$ cat config.mk
export PLATFORM = sky130hd
export DESIGN_NAME = stgd_deser
export DESIGN_NICKNAME = d
export VERILOG_FILES = /design/src/rtl/stgd_deser_pkg.sv /design/src/rtl/stgd_phase_ctr.sv /design/src/rtl/stgd_tap_delay.sv /design/src/rtl/stgd_halve_stage.sv /design/src/rtl/stgd_deser.sv
export SDC_FILE = /design/constraint.sdc
export NUM_CORES = 1
export LEC_CHECK = 0
export BUFFER_PORTS_ARGS = -buffer_cell sky130_fd_sc_hd__buf_4
export CORE_AREA = 2 2 67 69
export DETAILED_ROUTE_END_ITERATION = 8
export DIE_AREA = 0 0 69 71
export PLACE_DENSITY = 0.72
export SKIP_CTS_REPAIR_TIMING = 1
export SLEW_MARGIN = 20
export SYNTH_ARGS = -nofsm -noshare
export SYNTH_HDL_FRONTEND = slang
export SYNTH_HIERARCHICAL = 1
export SYNTH_SLANG_ARGS = --single-unit
$ cat constraint.sdc
create_clock -name clk -period 2.2 [get_ports clk]
set_clock_uncertainty 0.2 [all_clocks]
set_input_delay 0.22 -clock clk [delete_from_list [all_inputs] [get_ports clk]]
set_output_delay 0.22 -clock clk [all_outputs]
set_load 0.01 [all_outputs]
$ cat src/rtl/stgd_deser_pkg.sv
package stgd_deser_pkg;

   // True when v is a power of two of at least 2.
   function automatic bit is_pow2(input int v);
      return (v >= 2) && ((v & (v - 1)) == 0);
   endfunction

   // Cycle phase at which the final halving stage emits its word:
   // stage s emits at phase (s - 1) mod WORD_W, s counted from 0.
   function automatic int emit_phase(input int word_w, input int nstg);
      return (nstg + word_w - 2) % word_w;
   endfunction

endpackage

$ cat src/rtl/stgd_phase_ctr.sv
module stgd_phase_ctr #(
   parameter int CNT_W   = 3,
   parameter int CE_PH   = 1
) (
   input  logic             clk,
   input  logic             rst,
   output logic [CNT_W-1:0] phase,
   output logic             last,
   output logic             wr_ce
);
   localparam logic [CNT_W-1:0] LAST_PH = {CNT_W{1'b1}};
   localparam logic [CNT_W-1:0] CE_VAL  = CNT_W'(CE_PH);

   generate
      if (CNT_W < 1) begin : g_bad_w
         $error("stgd_phase_ctr: CNT_W must be at least 1");
      end
      if (CE_PH < 0 || CE_PH >= (1 << CNT_W)) begin : g_bad_ph
         $error("stgd_phase_ctr: CE_PH out of range");
      end
   endgenerate

   assign last = (phase == LAST_PH);

   always_ff @(posedge clk) begin
      if (rst) begin
         phase <= '0;
         wr_ce <= 1'b0;
      end else begin
         phase <= phase + 1'b1;
         wr_ce <= (phase == CE_VAL);
      end
   end

   // the counter wraps after its last phase
   p_wrap_r6: assert property (@(posedge clk) disable iff (rst)
      last |=> (phase == '0));

   // otherwise it steps by one
   p_step_r6: assert property (@(posedge clk) disable iff (rst)
      !last |=> (phase == $past(phase) + 1'b1));

   // the write enable is a single-cycle pulse
   p_ce_pulse_r6: assert property (@(posedge clk) disable iff (rst)
      wr_ce |=> !wr_ce);

endmodule

$ cat src/rtl/stgd_tap_delay.sv
module stgd_tap_delay #(
   parameter int DLY_W = 4
) (
   input  logic             clk,
   input  logic             rst,
   input  logic             din,
   input  logic [DLY_W-1:0] dly_sel,
   input  logic             load,
   output logic             dout
);
   localparam int NTAP = (1 << DLY_W) - 1;

   logic [DLY_W-1:0] eff;
   logic [NTAP-1:0]  taps;

   generate
      if (DLY_W < 1 || DLY_W > 8) begin : g_bad_w
         $error("stgd_tap_delay: DLY_W must be 1 to 8");
      end

      if (NTAP == 1) begin : g_one_tap
         always_ff @(posedge clk) begin
            if (rst) taps <= '0;
            else     taps <= din;
         end
      end else begin : g_chain
         always_ff @(posedge clk) begin
            if (rst) taps <= '0;
            else     taps <= {taps[NTAP-2:0], din};
         end
      end
   endgenerate

   always_ff @(posedge clk) begin
      if (rst)       eff <= '0;
      else if (load) eff <= dly_sel;
   end

   always_comb begin
      if (eff == '0) dout = din;
      else           dout = taps[eff - 1'b1];
   end

   // the setting only moves on a word boundary
   p_hold_r3: assert property (@(posedge clk) disable iff (rst)
      !$past(load) |-> $stable(eff));

   // one tap of delay gives the previous edge's input
   p_tap1_r2: assert property (@(posedge clk) disable iff (rst)
      (eff == DLY_W'(1)) |-> (dout == $past(din)));

endmodule

$ cat src/rtl/stgd_halve_stage.sv
module stgd_halve_stage #(
   parameter int IN_W  = 1,
   parameter int IDX_W = 3
) (
   input  logic                 clk,
   input  logic                 rst,
   input  logic [IN_W-1:0]      in_data,
   input  logic                 in_v,
   input  logic [IDX_W-1:0]     in_idx,
   output logic [2*IN_W-1:0]    out_data,
   output logic                 out_v,
   output logic [IDX_W-1:0]     out_idx
);
   logic [IN_W-1:0] hold;

   generate
      if (IN_W < 1 || IDX_W < 1) begin : g_bad
         $error("stgd_halve_stage: widths must be at least 1");
      end
   endgenerate

   always_ff @(posedge clk) begin
      if (rst) begin
         hold     <= '0;
         out_data <= '0;
         out_v    <= 1'b0;
         out_idx  <= '0;
      end else begin
         out_v <= in_v & in_idx[0];
         if (in_v) begin
            if (!in_idx[0]) begin
               hold <= in_data;
            end else begin
               out_data <= {in_data, hold};
               out_idx  <= in_idx >> 1;
            end
         end
      end
   end

   // emitted groups never come back to back
   p_alt_r5: assert property (@(posedge clk) disable iff (rst)
      out_v |=> !out_v);

   // every emitted group comes from an input group
   p_src_r5: assert property (@(posedge clk) disable iff (rst)
      out_v |-> $past(in_v));

endmodule

$ cat src/rtl/stgd_deser.sv
module stgd_deser #(
   parameter int WORD_W = 8,
   parameter int DLY_W  = 4
) (
   input  logic              clk,
   input  logic              rst,
   input  logic              ser_in,
   input  logic [DLY_W-1:0]  dly_sel,
   output logic [WORD_W-1:0] word_out,
   output logic              word_vld,
   output logic              wr_ce
);
   import stgd_deser_pkg::*;

   localparam int NSTG    = $clog2(WORD_W);
   localparam int CE_PH   = emit_phase(WORD_W, NSTG);

   generate
      if (!is_pow2(WORD_W)) begin : g_bad_word
         $error("stgd_deser: WORD_W must be a power of two, at least 2");
      end
   endgenerate

   logic [NSTG-1:0] phase;
   logic            last;
   logic            dly_bit;

   stgd_phase_ctr #(
      .CNT_W (NSTG),
      .CE_PH (CE_PH)
   ) u_phase (
      .clk   (clk),
      .rst   (rst),
      .phase (phase),
      .last  (last),
      .wr_ce (wr_ce)
   );

   stgd_tap_delay #(
      .DLY_W (DLY_W)
   ) u_delay (
      .clk     (clk),
      .rst     (rst),
      .din     (ser_in),
      .dly_sel (dly_sel),
      .load    (last),
      .dout    (dly_bit)
   );

   genvar s;
   generate
      for (s = 0; s < NSTG; s++) begin : g_stg
         localparam int IN_W = 1 << s;
         logic [IN_W-1:0]   si;
         logic              vi;
         logic [NSTG-1:0]   ii;
         logic [2*IN_W-1:0] so;
         logic              vo;
         logic [NSTG-1:0]   io;

         if (s == 0) begin : g_src
            assign si = dly_bit;
            assign vi = 1'b1;
            assign ii = phase;
         end else begin : g_link
            assign si = g_stg[s-1].so;
            assign vi = g_stg[s-1].vo;
            assign ii = g_stg[s-1].io;
         end

         stgd_halve_stage #(
            .IN_W  (IN_W),
            .IDX_W (NSTG)
         ) u_half (
            .clk      (clk),
            .rst      (rst),
            .in_data  (si),
            .in_v     (vi),
            .in_idx   (ii),
            .out_data (so),
            .out_v    (vo),
            .out_idx  (io)
         );
      end
   endgenerate

   assign word_out = g_stg[NSTG-1].so;
   assign word_vld = g_stg[NSTG-1].vo;

   // a word strobe only ever lines up with the write enable
   p_vld_ce_r5: assert property (@(posedge clk) disable iff (rst)
      word_vld |-> wr_ce);

   // the word holds while no strobe is present
   p_hold_r8: assert property (@(posedge clk) disable iff (rst)
      !word_vld |-> $stable(word_out));

   // the last stage only emits once all index bits are consumed
   p_idx_r4: assert property (@(posedge clk) disable iff (rst)
      word_vld |-> (g_stg[NSTG-1].io == '0));

endmodule

==> results of run 1 <==
==> routing by layer <==
layer | vias up | global-route usage (%)
li1 | 640 | -
met1 | 562 | 15.9
met2 | 19 | 22.9
met3 | 6 | 3.56
met4 | 0 | 5.23
met5 | - | 0
==> where the power goes <==
| part | leakage (nW) | switching, mW | internal, mW |
|---|---|---|---|
| Sequential | 0.404 | 0.00984 | 0.917 |
| Clock | 0.0524 | 0.275 | 0.340 |
| Combinational | 0.447 | 0.0294 | 0.0363 |
| Total | 0.904 | 0.314 | 1.29 |
==> tightest hold or removal path: cells and delay by family <==
kind | cells | cell delay [ns]
buffers and inverters | 1 | 0.08
and+or+nand+nor | 1 | 0.08
muxes | 1 | 0.06
==> area by class of cell <==
cell class                 instances  area [µm²]
fill                             380        1890
sequential                        50        1000
multi-input combinational        123         957
timing repair buffer              22         175
clock buffer                       7        76.3
tap                               52        65.1
clock inverter                     1        30.0
inverter                           3        11.3
==> cell usage in the layout, fill, tap and decap left out, drive strengths merged, types with 2 or more instances in the layout <==
master	instances
mux2i	28
dlygate4sd3	4
buf	18
nand3	4
nor2	9
dfxtp	50
mux4	3
a21oi	4
nand2b	28
a21bo	3
nand2	3
conb	6
inv	3
nor2b	19
and2	2
clkbuf	7
ha	5
==> final timing paths <==
check / endpoint / slack (ns) / cells after the start / startpoint
min reg2reg: u_delay/taps[1]$_SDFF_PP0_ / 0.27 / 1 / u_delay/taps[0]$_SDFF_PP0_
max: g_stg[0].u_half/hold$_SDFFE_PP0P_ / 0.15 / 8 / u_delay/eff[0]$_SDFFE_PP0P_
min: u_delay/eff[3]$_SDFFE_PP0P_ / -0.02 / 3 / dly_sel[3]
max reg2reg: g_stg[0].u_half/hold$_SDFFE_PP0P_ / 0.15 / 8 / u_delay/eff[0]$_SDFFE_PP0P_
==> flip-flops by register name, indices dropped and copies added (netlist names) <==
signal,flops
u_phase/phase,3
u_delay/taps,15
u_phase/wr_ce,1
g_stg.u_half/out_idx,3
g_stg.u_half/out_v,3
g_stg.u_half/out_data,14
g_stg.u_half/hold,7
u_delay/eff,4
==> per-stage QoR <==
stage	instances	area [µm²]
after floorplan	184	2010
after global placement	246	2160
after detailed placement	246	2160
after CTS	254	2260
after global routing	258	2320
final	258	2320
==> results.cfg, run 1 <==
[global_routing]
antenna_found_initial = 0
grt_pass1_wl_um = 5260
track_usage_pct = 13.3
grt_pass1_vias = 1175
grt-ovfl-total = 0
grt_max_degree = 58

[yosys]
yosys_warnings = 6
syn_area_mm2 = 0.00199
syn_avg_cell_area_um2 = 11.1
syn_inst = 179

[floorplanning]
rows = 24
ios = 17
die_w_um = 69
initial_core_util_pct = 47.4
die_y_um = 71
die-area_mm2 = 0.00490
placeableCoreArea_mm2 = 0.00420

[pwr]
ir_worst_vdd_mv = 0.471
total_power_mw = 1.61
leakage_nw = 0.904
p_per_area_mw_per_mm2 = 694

[placement]
port_buffers = 16
pre_cts_slack_ns = 0.0207
gp_congestion = 0.885
dp_hpwl_um = 2170

[final_layout]
num_antenna_cells = 0
layout-drive-gt1-share_pct = 15.0
postLayoutCoreUtil_pct = 55.1
areaGrowthSynthToFinish_pct = 16.3
nNetsFinal = 217

[detailed_routing]
wire_per_inst_um = 12.1
wl_met1_um = 1410
drt_wl_total_um = 3110
first_pass_iters = 4
drt_iter0_drc = 63
dr.max_layer_used = met4
vias = 1227
via_per_inst = 4.76
dr_wl_met3_um = 100
ant_nets = 0
drc_errors = 0
met2RoutedLength_um = 1570

[worst_setup_path]
arrival_ns = 2.08
required_ns = 2.22
cp_max_fo = 3
path_delay_family = simple AND/OR/NAND/NOR gates
path_cells = inv_1 -> buf_4 -> ha_1 -> or4_1 -> o21a_1 -> o211ai_1 -> nand2b_1 -> mux2i_1
cp_slowest_stage_delay_ns = 0.41
worstSetupPathType = reg2reg
start_kind = register
cp_num_buf_inv = 2
slowest_stage = or4_1
endpoint_kind = register

[timing]
drv_slew = 0
setup_viol = 0
finalHoldViolCount = 1
tns_ns = 0
fmax_mhz = 487
min_period_ns = 2.05
fin_ws_ns = 0.147
rsz0062_at_grt = no
holdWs_ns = -0.0245
finalCritPeriodShare_pct = 93.3

[clock_tree]
htree_levels = 2
cts_tree = yes
clock_sinks = 50
cts_made_buffers = 5
root_buffer = clkbuf_8
clk_pin_slew_worst_paths_ns = 0.08
clk_path_buf_depth = 2
clock_latency_ns = 0.30

[status]
failed_checks = hold timing
outcome = complete, but fails checks

[min_path]
holdCritPathClass = in2reg

[job]
maxCapViolCount = 0
No activity file was read; power rests on OpenSTA's default activity.
==> inputs of run 2 (changes only) <==
Settings changed: CELL_PAD_IN_SITES_DETAIL_PLACEMENT from default to 1, CELL_PAD_IN_SITES_GLOBAL_PLACEMENT from default to 1, CORE_AREA 2 2 67 69 to 2 2 86 67, DIE_AREA 0 0 69 71 to 0 0 88 69.
==> results.cfg, run 2 (synthesis results as in run 1) <==
[clock_tree]
cts_tree = yes
htree_levels = 2
root_buffer = clkbuf_8
clk_pin_slew_worst_paths_ns = 0.09
clock_sinks = 50
clk_path_buf_depth = 2
clock_latency_ns = 0.30
cts_made_buffers = 5

[timing]
worst_pin_slew_ns = 0.517
drv_slew = 0
tns_ns = 0
slew_headroom_pct = 65.5
fmax_mhz = 470
min_period_ns = 2.13
setup_viol = 0
finalHoldViolCount = 0
finalCritPeriodShare_pct = 96.8
rsz0062_at_grt = no
fin_ws_ns = 0.0707

[floorplanning]
ios = 17
die_w_um = 88
rows = 23
initial_core_util_pct = 38.2
die-area_mm2 = 0.00607
placeableCoreArea_mm2 = 0.00521
die_y_um = 69

[global_routing]
track_usage_pct = 13.8
grt_pass1_vias = 1347
grt_pass1_wl_um = 6500
antenna_found_initial = 0
grt-ovfl-total = 0
grt_max_degree = 58

[detailed_routing]
drt_iter0_drc = 38
wire_per_inst_um = 13.7
first_pass_iters = 4
via_per_inst = 4.59
drc_errors = 0
ant_nets = 0
vias = 1298
drt_wl_total_um = 3890

[worst_setup_path]
endpoint_kind = register
path_cells = buf_4 -> mux4_1 -> mux2_2 -> o311ai_1 -> o211ai_1 -> nand2b_1 -> mux2i_1
arrival_ns = 2.12
cp_num_buf_inv = 1
reg2reg_slack_ns = 0.07
crit_cells = 7
required_ns = 2.19
path_delay_family = multiplexers
worstSetupPathType = reg2reg
crit_end = g_stg[0].u_half/out_data[1]$_SDFFE_PP0P_
regToRegStartpoint = u_delay/eff[0]$_SDFFE_PP0P_
reg2reg_depth = 7
cp-startpoint = u_delay/eff[0]$_SDFFE_PP0P_
start_kind = register
r2r-end = g_stg[0].u_half/out_data[1]$_SDFFE_PP0P_
cp_slowest_stage_delay_ns = 0.53
cp_max_fo = 5
slowest_stage = mux4_1

[pwr]
leakage_nw = 0.909
p_per_area_mw_per_mm2 = 655
ir_worst_vdd_mv = 0.285
total_power_mw = 1.54

[final_layout]
num_antenna_cells = 0
layout_commonest_cell = dfxtp_1
top_register = u_delay/taps
layout-drive-gt1-share_pct = 16.8
areaGrowthSynthToFinish_pct = 18.0
reg_top3 = u_delay/taps x15, g_stg.u_half/out_data x14, g_stg.u_half/hold x7
largest_reg_flops = 15
final_cell_mix = dfxtp_1 (49), nand2b_1 (28), mux2i_1 (28), nor2b_1 (19), buf_4 (19)
nNetsFinal = 219

[placement]
dp_hpwl_um = 2800
port_buffers = 16
gp_congestion = 0.750
pre_cts_slack_ns = -0.0948

[status]
outcome = finished, final reports clean

[min_path]
holdCritPathClass = in2reg
hold_start = rst

[job]
maxCapViolCount = 0
## run 2: final cells by class
cell class                      instances  area [µm²]
Clock buffer                            7        86.3
Inverter                                3        11.3
Multi-Input combinational cell        123         960
Fill cell                             577        2860
Timing Repair Buffer                   24         193
Clock inverter                          1        5.00
Tap cell                               75        93.8
Sequential cell                        50        1000
## run 2: worst min path at each step
| stage | endpoint | slack [ns] | cells after the start |
|---|---|---|---|
| global placement | u_delay/taps[7]$_SDFF_PP0_ | 0.25 | 1 |
| global route | u_delay/taps[0]$_SDFF_PP0_ | 0.20 | 2 |
| floorplan | u_phase/phase[0]$_SDFF_PP0_ | 0.09 | 1 |
| finish | u_phase/phase[1]$_SDFF_PP0_ | 0.16 | 2 |
| CTS | u_delay/taps[0]$_SDFF_PP0_ | -0.07 | 2 |
| detailed placement | u_delay/taps[3]$_SDFF_PP0_ | 0.25 | 1 |
## run 2: per-stage QoR
step | instances | area, µm² | hold slack, ns | util, %
finish | 283 | 2350 | 0.161 | 45.1
global route | 283 | 2350 | 0.198 | 45.1
CTS | 277 | 2280 | -0.0658 | 43.7
detailed placement | 269 | 2190 | 0.255 | 42.0
global placement | 269 | 2190 | 0.247 | 42.0
floorplan | 184 | 2010 | 0.0867 | -
## run 2: metal layers
| layer | GRT usage, % | vias up | routed length, µm |
|---|---|---|---|
| met3 | 3.71 | 7 | 122 |
| li1 | - | 643 | - |
| met1 | 17.3 | 632 | 1740 |
| met4 | 5.13 | 0 | 55 |
| met5 | 0 | - | 0 |
| met2 | 22.6 | 16 | 1970 |
## run 2: where the power goes
part / switching, mW / internal [mW]
combinational: 0.0323 / 0.0374
sequential: 0.0104 / 0.917
clock: 0.288 / 0.254
total: 0.331 / 1.21
